<file path="src/rtl/shadow_pkg.sv">
package shadow_pkg;
  localparam int unsigned NUM_REGS     = 6;
  localparam int unsigned REG_W        = 8;
  localparam int unsigned FIELD_W      = 2;
  localparam int unsigned SEG_BITS     = 14;
  localparam int unsigned SEGS_PER_REG = REG_W / FIELD_W;
  localparam int unsigned NUM_SEGS     = NUM_REGS * SEGS_PER_REG;
  localparam int unsigned SEG_IDX_W    = $clog2(NUM_SEGS);
  localparam int unsigned CTRL_W       = NUM_REGS * REG_W;

  // strobes from address control to routing datapath
  typedef struct packed {
    logic                 hit;
    logic                 rdReq;
    logic                 wrReq;
    logic [SEG_IDX_W-1:0] segIdx;
  } segStrobe_t;
endpackage

</file>
<file path="src/rtl/shadow_addr_ctrl.sv">
module shadow_addr_ctrl
  import shadow_pkg::*;
#(
  parameter int unsigned ADDR_W   = 24,
  parameter int unsigned WIN_BASE = 32'h000A_0000
) (
  input  logic              accValid,
  input  logic              accWrite,
  input  logic [ADDR_W-1:0] accAddr,
  output segStrobe_t        strobe
);
  localparam logic [ADDR_W-1:0] winLo = ADDR_W'(WIN_BASE);
  localparam logic [ADDR_W-1:0] winHi = ADDR_W'(WIN_BASE + NUM_SEGS * (1 << SEG_BITS));

  logic [ADDR_W-1:0] winOff;
  logic              inWindow;

  always_comb begin
    winOff          = accAddr - winLo;
    inWindow        = (accAddr >= winLo) && (accAddr < winHi);
    strobe.hit      = inWindow;
    strobe.rdReq    = accValid && !accWrite && inWindow;
    strobe.wrReq    = accValid && accWrite && inWindow;
    strobe.segIdx   = winOff[SEG_BITS +: SEG_IDX_W];
  end
endmodule

</file>
<file path="src/rtl/shadow_route_dp.sv">
module shadow_route_dp
  import shadow_pkg::*;
#(
  parameter int unsigned WIN_BASE  = 32'h000A_0000,
  parameter int unsigned BIOS_BASE = 32'h000E_0000
) (
  input  logic              clk,
  input  logic              rstN,
  input  logic [CTRL_W-1:0] segCtrl,
  input  segStrobe_t        strobe,
  output logic              intRead,
  output logic              intWrite,
  output logic              biosReadShadow,
  output logic              biosWriteShadow
);
  localparam int unsigned BIOS_SEG = (BIOS_BASE - WIN_BASE) >> SEG_BITS;

  logic [FIELD_W-1:0] segAttr [NUM_SEGS];
  logic [NUM_SEGS-1:0] biosRdVec;
  logic [NUM_SEGS-1:0] biosWrVec;
  logic [FIELD_W-1:0] curAttr;

  for (genvar r = 0; r < NUM_REGS; r++) begin : g_reg
    for (genvar f = 0; f < SEGS_PER_REG; f++) begin : g_fld
      localparam int unsigned SEG = r * SEGS_PER_REG + f;
      assign segAttr[SEG] = segCtrl[r*REG_W + f*FIELD_W +: FIELD_W];
      if (SEG >= BIOS_SEG) begin : g_bios
        assign biosRdVec[SEG] = segAttr[SEG][1];
        assign biosWrVec[SEG] = segAttr[SEG][0];
      end else begin : g_low
        assign biosRdVec[SEG] = 1'b0;
        assign biosWrVec[SEG] = 1'b0;
      end
    end
  end

  assign curAttr         = strobe.hit ? segAttr[strobe.segIdx] : '0;
  assign biosReadShadow  = |biosRdVec;
  assign biosWriteShadow = |biosWrVec;

  always_ff @(posedge clk) begin
    if (!rstN) begin
      intRead  <= 1'b0;
      intWrite <= 1'b0;
    end else begin
      intRead  <= strobe.rdReq && curAttr[1];
      intWrite <= strobe.wrReq && curAttr[0];
    end
  end

  // no routing outside the window
  p_no_window_r6: assert property (@(posedge clk) disable iff (!rstN)
    !strobe.hit |=> (!intRead && !intWrite));
  // a single access never selects both directions
  p_one_dir_r5: assert property (@(posedge clk) disable iff (!rstN)
    !(intRead && intWrite));
  // BIOS read hit without read shadow flag gives no internal read
  p_bios_rd_r7: assert property (@(posedge clk) disable iff (!rstN)
    (strobe.rdReq && (32'(strobe.segIdx) >= BIOS_SEG) && !biosReadShadow) |=> !intRead);
  // BIOS write hit without write shadow flag gives no internal write
  p_bios_wr_r8: assert property (@(posedge clk) disable iff (!rstN)
    (strobe.wrReq && (32'(strobe.segIdx) >= BIOS_SEG) && !biosWriteShadow) |=> !intWrite);
endmodule

</file>
<file path="src/rtl/shadow_seg_decode.sv">
module shadow_seg_decode
  import shadow_pkg::*;
#(
  parameter int unsigned ADDR_W    = 24,
  parameter int unsigned WIN_BASE  = 32'h000A_0000,
  parameter int unsigned BIOS_BASE = 32'h000E_0000
) (
  input  logic              clk,
  input  logic              rstN,
  input  logic [CTRL_W-1:0] segCtrl,
  input  logic              accValid,
  input  logic              accWrite,
  input  logic [ADDR_W-1:0] accAddr,
  output logic              intRead,
  output logic              intWrite,
  output logic              biosReadShadow,
  output logic              biosWriteShadow
);
  segStrobe_t strobe;

  shadow_addr_ctrl #(.ADDR_W(ADDR_W), .WIN_BASE(WIN_BASE)) ctrl_i (
    .accValid(accValid), .accWrite(accWrite), .accAddr(accAddr), .strobe(strobe)
  );

  shadow_route_dp #(.WIN_BASE(WIN_BASE), .BIOS_BASE(BIOS_BASE)) dp_i (
    .clk(clk), .rstN(rstN), .segCtrl(segCtrl), .strobe(strobe),
    .intRead(intRead), .intWrite(intWrite),
    .biosReadShadow(biosReadShadow), .biosWriteShadow(biosWriteShadow)
  );

  // an idle cycle leaves no select in the next one
  p_idle_r10: assert property (@(posedge clk) disable iff (!rstN)
    !accValid |=> (!intRead && !intWrite));
endmodule

</file>
<file path="config.mk">
export PLATFORM = sky130hd
export DESIGN_NAME = shadow_seg_decode
export DESIGN_NICKNAME = d
export VERILOG_FILES = /design/src/rtl/shadow_pkg.sv /design/src/rtl/shadow_addr_ctrl.sv /design/src/rtl/shadow_route_dp.sv /design/src/rtl/shadow_seg_decode.sv
export SDC_FILE = /design/constraint.sdc
export NUM_CORES = 1
export LEC_CHECK = 0
export BUFFER_PORTS_ARGS = -buffer_cell sky130_fd_sc_hd__buf_4
export CAP_MARGIN = 0
export CORE_MARGIN = 2
export CORE_UTILIZATION = 30
export CTS_BUF_LIST = sky130_fd_sc_hd__clkbuf_8
export CTS_CLUSTER_SIZE = 14
export DETAILED_ROUTE_END_ITERATION = 6
export GPL_TIMING_DRIVEN = 0
export PLACE_DENSITY = 0.74
export SLEW_MARGIN = 10
export SYNTH_ARGS = -nofsm -noshare
export SYNTH_HDL_FRONTEND = slang
export SYNTH_SLANG_ARGS = --single-unit
</file>
<file path="constraint.sdc">
create_clock -name clk -period 2.56 [get_ports clk]
set_input_delay 0.512 -clock clk [delete_from_list [all_inputs] [get_ports clk]]
set_output_delay 0.512 -clock clk [all_outputs]
set_load 0.02 [all_outputs]
</file>
# Word level (Yosys, flattened, before mapping)
# Cells that the tools add are included.
[word_totals]
reg_bits = 2
inputBits = 76
output_inout_bits = 4
elab_cells = 21
[op_classes]
add_sub_neg = 1
n_lt_le_gt_ge = 3
muxes = 4
bitwise = 1
reduce_logical = 10
[op_table]
columns = ["operator", "n"]
rows = [
  ["$ge A24 B20 Y1 const B", 1],
  ["$lt A24 B21 Y1 const B", 1],
  ["$sub A19 B18 Y19 const B", 1],
  ["$reduce_or A8 Y1", 2],
  ["$bmux W2 S5", 1],
  ["$logic_and A1 B1 Y1", 7],
  ["$ge A6 B6 Y1 const B", 1],
  ["$mux W2", 3],
  ["$not A5 Y6", 1],
  ["$logic_not A1 Y1", 1],
]

# Depth between registers and ports, before layout
[logic_depth]
depth_word = 7
depth_mapped = 7
mapped_depth_nobuf = 7

# Modules after synthesis
# From an unflattened synthesis, not the netlist that was laid out.
[unflattened]
cells_unflattened = 68
area_unflattened_um2 = 660.6
[by_module_without_submodules]
columns = ["mod", "n_inst", "cells_each", "area_each_um2"]
rows = [
  ["shadow_route_dp", 1, 54, 568.0],
  ["shadow_addr_ctrl", 1, 14, 92.6],
]

# Worst setup path before layout
# Ideal clock, no wire load.
[synth_path]
path_kind = "input to register"
start = "in accAddr[18]"
end = "reg dp_i.intWrite"
setup_time_ns = 0.079
t_arrival_ns = 1.736
setup_slack_ns = 0.745
stages = 5
path_buffers = 0
cell_sequence = "inv_1 -> ha_1 -> or4b_1 -> o22a_1 -> a211oi_2"
[synth_between]
elab_chain_cells = 7
word_cells_on_any_way = 11
cone_classes = "1 x add/sub; 2 x order compare; 4 x mux; 1 x bitwise; 3 x reduce/logical"
[synth_lines]
columns = ["element", "line", "text"]
rows = [
  ["start, declared", "shadow_seg_decode.sv:13", "input logic [ADDR_W-1:0] accAddr,"],
  ["$sub A19 B18 Y19", "shadow_addr_ctrl.sv:19", "winOff = accAddr - winLo;"],
  ["$not A5 Y6 (implied by the code)", "shadow_route_dp.sv:37", "assign curAttr = strobe.hit ? segAttr[strobe.segIdx] : '0;"],
  ["$bmux W2 S5", "shadow_route_dp.sv:37", ""],
  ["$mux W2 (implied by the code) (2 in series)", "shadow_route_dp.sv:37", ""],
  ["$mux W2", "shadow_route_dp.sv:37", ""],
  ["$logic_and A1 B1 Y1 *", "shadow_route_dp.sv:47", "intWrite <= strobe.wrReq && curAttr[0];"],
  ["end signal, assigned", "shadow_route_dp.sv:47", ""],
  ["end, declared", "shadow_route_dp.sv:12", "output logic intWrite,"],
]
# Every way passes the cells marked *; elsewhere a longest branch is shown, timed or not. The select of a mux whose other input is x is not followed.
# A chain may end at the register's enable or synchronous reset.

# Worst setup path after layout
[layout_path]
start = "in accAddr[17]"
end = "reg dp_i.intWrite"
# The elaborated chain is that of the path after synthesis.

==> results by group <==
Floorplanning
  – Die Outline Area: approximately 2600 sq um
  – Die Y-Extent: approximately 50 microns
  – Standard-cell row count: 17
  – Die Span X: 51.4 microns
  – Initial cell density of the core: 0.311
  – Core Box Area: 2170 sq um
  – Count of boundary I/O pins: 80

Critical path
  – Worst Path Max Fanout: 6
  – Buffers and inverters on the worst path: 1
  – Critical-path cell list: buf_4, ha_1, or4b_1, o22a_1, a211oi_2
  – Required time of the worst setup path: 2.69 ns
  – Path type of the worst setup path: primary input to register
  – Critical path destination: dp_i.intWrite
  – Critical path depth in cells: 5
  – Worst stage delay on the critical path: ~0.55 ns
  – Standard cell with the maximum stage delay on the critical path: sky130_fd_sc_hd__or4b_1
  – Kind of capture point of the worst setup path: register
  – Worst setup path start: accAddr[17]
  – Endpoint arrival time on the critical path: about 2.0 ns
  – Element type at the critical path start: primary input
  – Family with the most delay on the worst path: simple AND/OR/NAND/NOR gates

Final layout
  – Core Util, Final: 0.612
  – Growth of design area from synthesis to finish: 97.0%
  – Final design area excluding fillers: 1330 sq um
  – Non-filler instance count after layout: 174
  – Most common cell after layout, fill and taps aside: sky130_fd_sc_hd__buf_4
  – Top library cells by usage in the layout, fill and taps aside: sky130_fd_sc_hd__buf_4 (79), sky130_fd_sc_hd__nor4_1 (9), sky130_fd_sc_hd__mux4_1 (6), sky130_fd_sc_hd__nand2_1 (5), sky130_fd_sc_hd__mux2_2 (4)
  – Fraction of final layout cells with drive strength greater than 1: 0.658
  – Layout net count: 225
  – Antenna diode instance count: 0

Routing
  – Via-per-instance ratio: 5.39
  – Drc violations: 0
  – DR vias: 937
  – Detailed Route Iter0 Violations: 7
  – Drt wl/cell: 13.7 microns
  – Number of iterations in the first detailed-routing pass: 4
  – Detail Route Antenna Nets: 0
  – Total detailed-routing wirelength: 2380 microns

Power
  – Combinational fraction of design power: 0.528
  – Power share of the sequential group: 0.096
  – Switching part of the total power: 0.236
  – Static Leakage: about 0.63 nW
  – Clock power frac: 0.377
  – Design Power: 329 uW
  – Power per standard cell area: 248 nW/um^2
  – IR Drop Worst-Case VDD: 0.224 mV
  – Internal: 251 uW
  – Switching power summed over all nets: 77.9 uW

Global routing
  – Pin count of the biggest net entering global routing: 11
  – Total gr overflow: 0
  – Vias in the first global route: 938
  – Wire length of the first global-routing pass: approximately 3800 microns
  – Number of antenna violations at the first check in global routing: 0
  – All-Layer GR Usage: 0.183

Clock network
  – TritonCTS buffer count: 3
  – # hold bufs at CTS: 0
  – Clock transition at the registers of the reported paths: 0.03 ns
  – Post-CTS setup buffers: 0
  – Clock root buffer master: sky130_fd_sc_hd__clkbuf_8
  – TritonCTS clock tree: yes
  – Num Clock Sinks: 2
  – Deepest clock path buffer count: 2
  – Resize count post-CTS: 0
  – CTS H-Tree Depth: 1

Synthesis
  – Count of warnings emitted by yosys: 0
  – Syn_area_per_cell: a little over 10 sq um
  – Cell variety after synth: 32
  – Count of mapped cells out of synthesis: between 60 and 70
  – Net Count, Synth: 143
  – Cell area after technology mapping: 674 sq um
  – Post-synthesis sequential element count: 2
  – Register area share after synthesis: 0.0594

Place
  – Post-detail-place hpwl: 2000 microns
  – Placed Cells incl. Taps: 171
  – Global placer's final weighted congestion: 0.741
  – Count of buffers from port buffering: 77
  – DP Worst Slack: 0.526 ns
  – Area post-placement: 1290 sq um

STA
  – WHS: approximately 0.48 ns
  – Transition at the pin with the smallest max-transition slack: 0.395 ns
  – Setup slack of the critical path after layout: 0.723 ns
  – Final setup fails: 0
  – Period Utilization, post-route: 0.717
  – Unrepaired setup endpoints after global routing: false
  – Final number of hold-violating endpoints: 0
  – Max_slew headroom: 0.730
  – Total Neg Setup Slack: 0 ns
  – Clock period minus final worst setup slack: approximately 1.8 ns
  – Count of final max-slew check failures: 0
  – Achievable clock frequency: 544 MHz

Min path
  – Number of cells traversed by the worst hold path: 2
  – Class of the worst hold path: primary input to register

Status
  – Result of the run: finished clean

Flow run
  – Max-capacitance violation count: 0
==> flip-flops by register name (all words and copies together) (netlist names) <==
| register | flops |
|---|---|
| dp_i.intRead | 1 |
| dp_i.intWrite | 1 |
==> cell type report <==
type / instances / area (sq um)
Timing Repair Buffer: 77 / 578
Fill cell: 195 / 841
Buffer: 6 / 62.6
Tap cell: 28 / 35.0
Multi-Input combinational cell: 56 / 564
Inverter: 2 / 7.51
Sequential cell: 2 / 40.0
Clock buffer: 3 / 41.3
==> how the worst min path moves through the flow <==
stage              from           end  slack (ns)
2_1_floorplan  accWrite  dp_i.intRead        0.59
3_3_place_gp   accWrite  dp_i.intRead        0.70
3_5_place_dp   accWrite  dp_i.intRead        0.70
4_1_cts        accWrite  dp_i.intRead        0.48
5_1_grt        accWrite  dp_i.intRead        0.50
6_report       accWrite  dp_i.intRead        0.48
==> cells by family after synthesis <==
logic type / count (synthesis) / share of synthesized area
AO/OA/AOI/OAI: 12 / 0.148
adder cells (fa/ha/maj): 1 / 0.0185
buffers and inverters: 8 / 0.104
flip-flops: 2 / 0.0594
multiplexers: 15 / 0.412
AND/OR/NAND/NOR: 28 / 0.258
==> power groups by stage <==
stage	Sequential (mW)	Combinational, mW	Clock (mW)
5_1_grt	0.0315	0.188	0.127
3_3_place_gp	0.0319	0.171	0
6_report	0.0315	0.174	0.124
4_1_cts	0.0315	0.176	0.125
3_5_place_dp	0.0319	0.175	0
2_1_floorplan	0.0319	0.0755	0
==> Yosys cell counts <==
cell type	instances	area, sq um
sky130_fd_sc_hd__nor4_1	9	56.3
sky130_fd_sc_hd__mux4_1	6	158
sky130_fd_sc_hd__nand2_1	5	18.8
sky130_fd_sc_hd__mux2_2	4	45.0
sky130_fd_sc_hd__mux2i_1	3	30.0
sky130_fd_sc_hd__a2111oi_0	2	17.5
sky130_fd_sc_hd__a211oi_1	2	15.0
sky130_fd_sc_hd__and2b_2	2	17.5
sky130_fd_sc_hd__buf_4	2	15.0
sky130_fd_sc_hd__buf_6	2	22.5
sky130_fd_sc_hd__dfxtp_1	2	40.0
sky130_fd_sc_hd__inv_1	2	7.51
sky130_fd_sc_hd__mux4_2	2	45.0
sky130_fd_sc_hd__nand3_1	2	10.0
sky130_fd_sc_hd__nor2b_1	2	12.5
sky130_fd_sc_hd__nor4b_1	2	17.5
sky130_fd_sc_hd__o22ai_1	2	12.5
sky130_fd_sc_hd__a2111oi_2	1	15.0
sky130_fd_sc_hd__a211oi_2	1	12.5
sky130_fd_sc_hd__a21oi_1	1	5.00
sky130_fd_sc_hd__a31oi_1	1	6.26
sky130_fd_sc_hd__and2b_1	1	7.51
sky130_fd_sc_hd__buf_12	1	20.0
sky130_fd_sc_hd__buf_2	1	5.00
sky130_fd_sc_hd__ha_1	1	12.5
sky130_fd_sc_hd__nand2b_1	1	6.26
sky130_fd_sc_hd__nand4_1	1	6.26
sky130_fd_sc_hd__nor2_1	1	3.75
sky130_fd_sc_hd__o22a_1	1	8.76
sky130_fd_sc_hd__o31ai_1	1	7.51
sky130_fd_sc_hd__or4_1	1	7.51
sky130_fd_sc_hd__or4b_1	1	10.0
==> layer usage <==
metal  up-vias  wire, microns  GRT usage
met5         -              0          0
met3         8            308     0.0468
met1       429            791      0.191
li1        445              -          -
met2        55           1230      0.355
met4         0             55     0.0482
Power figures use the tool's default switching activity.
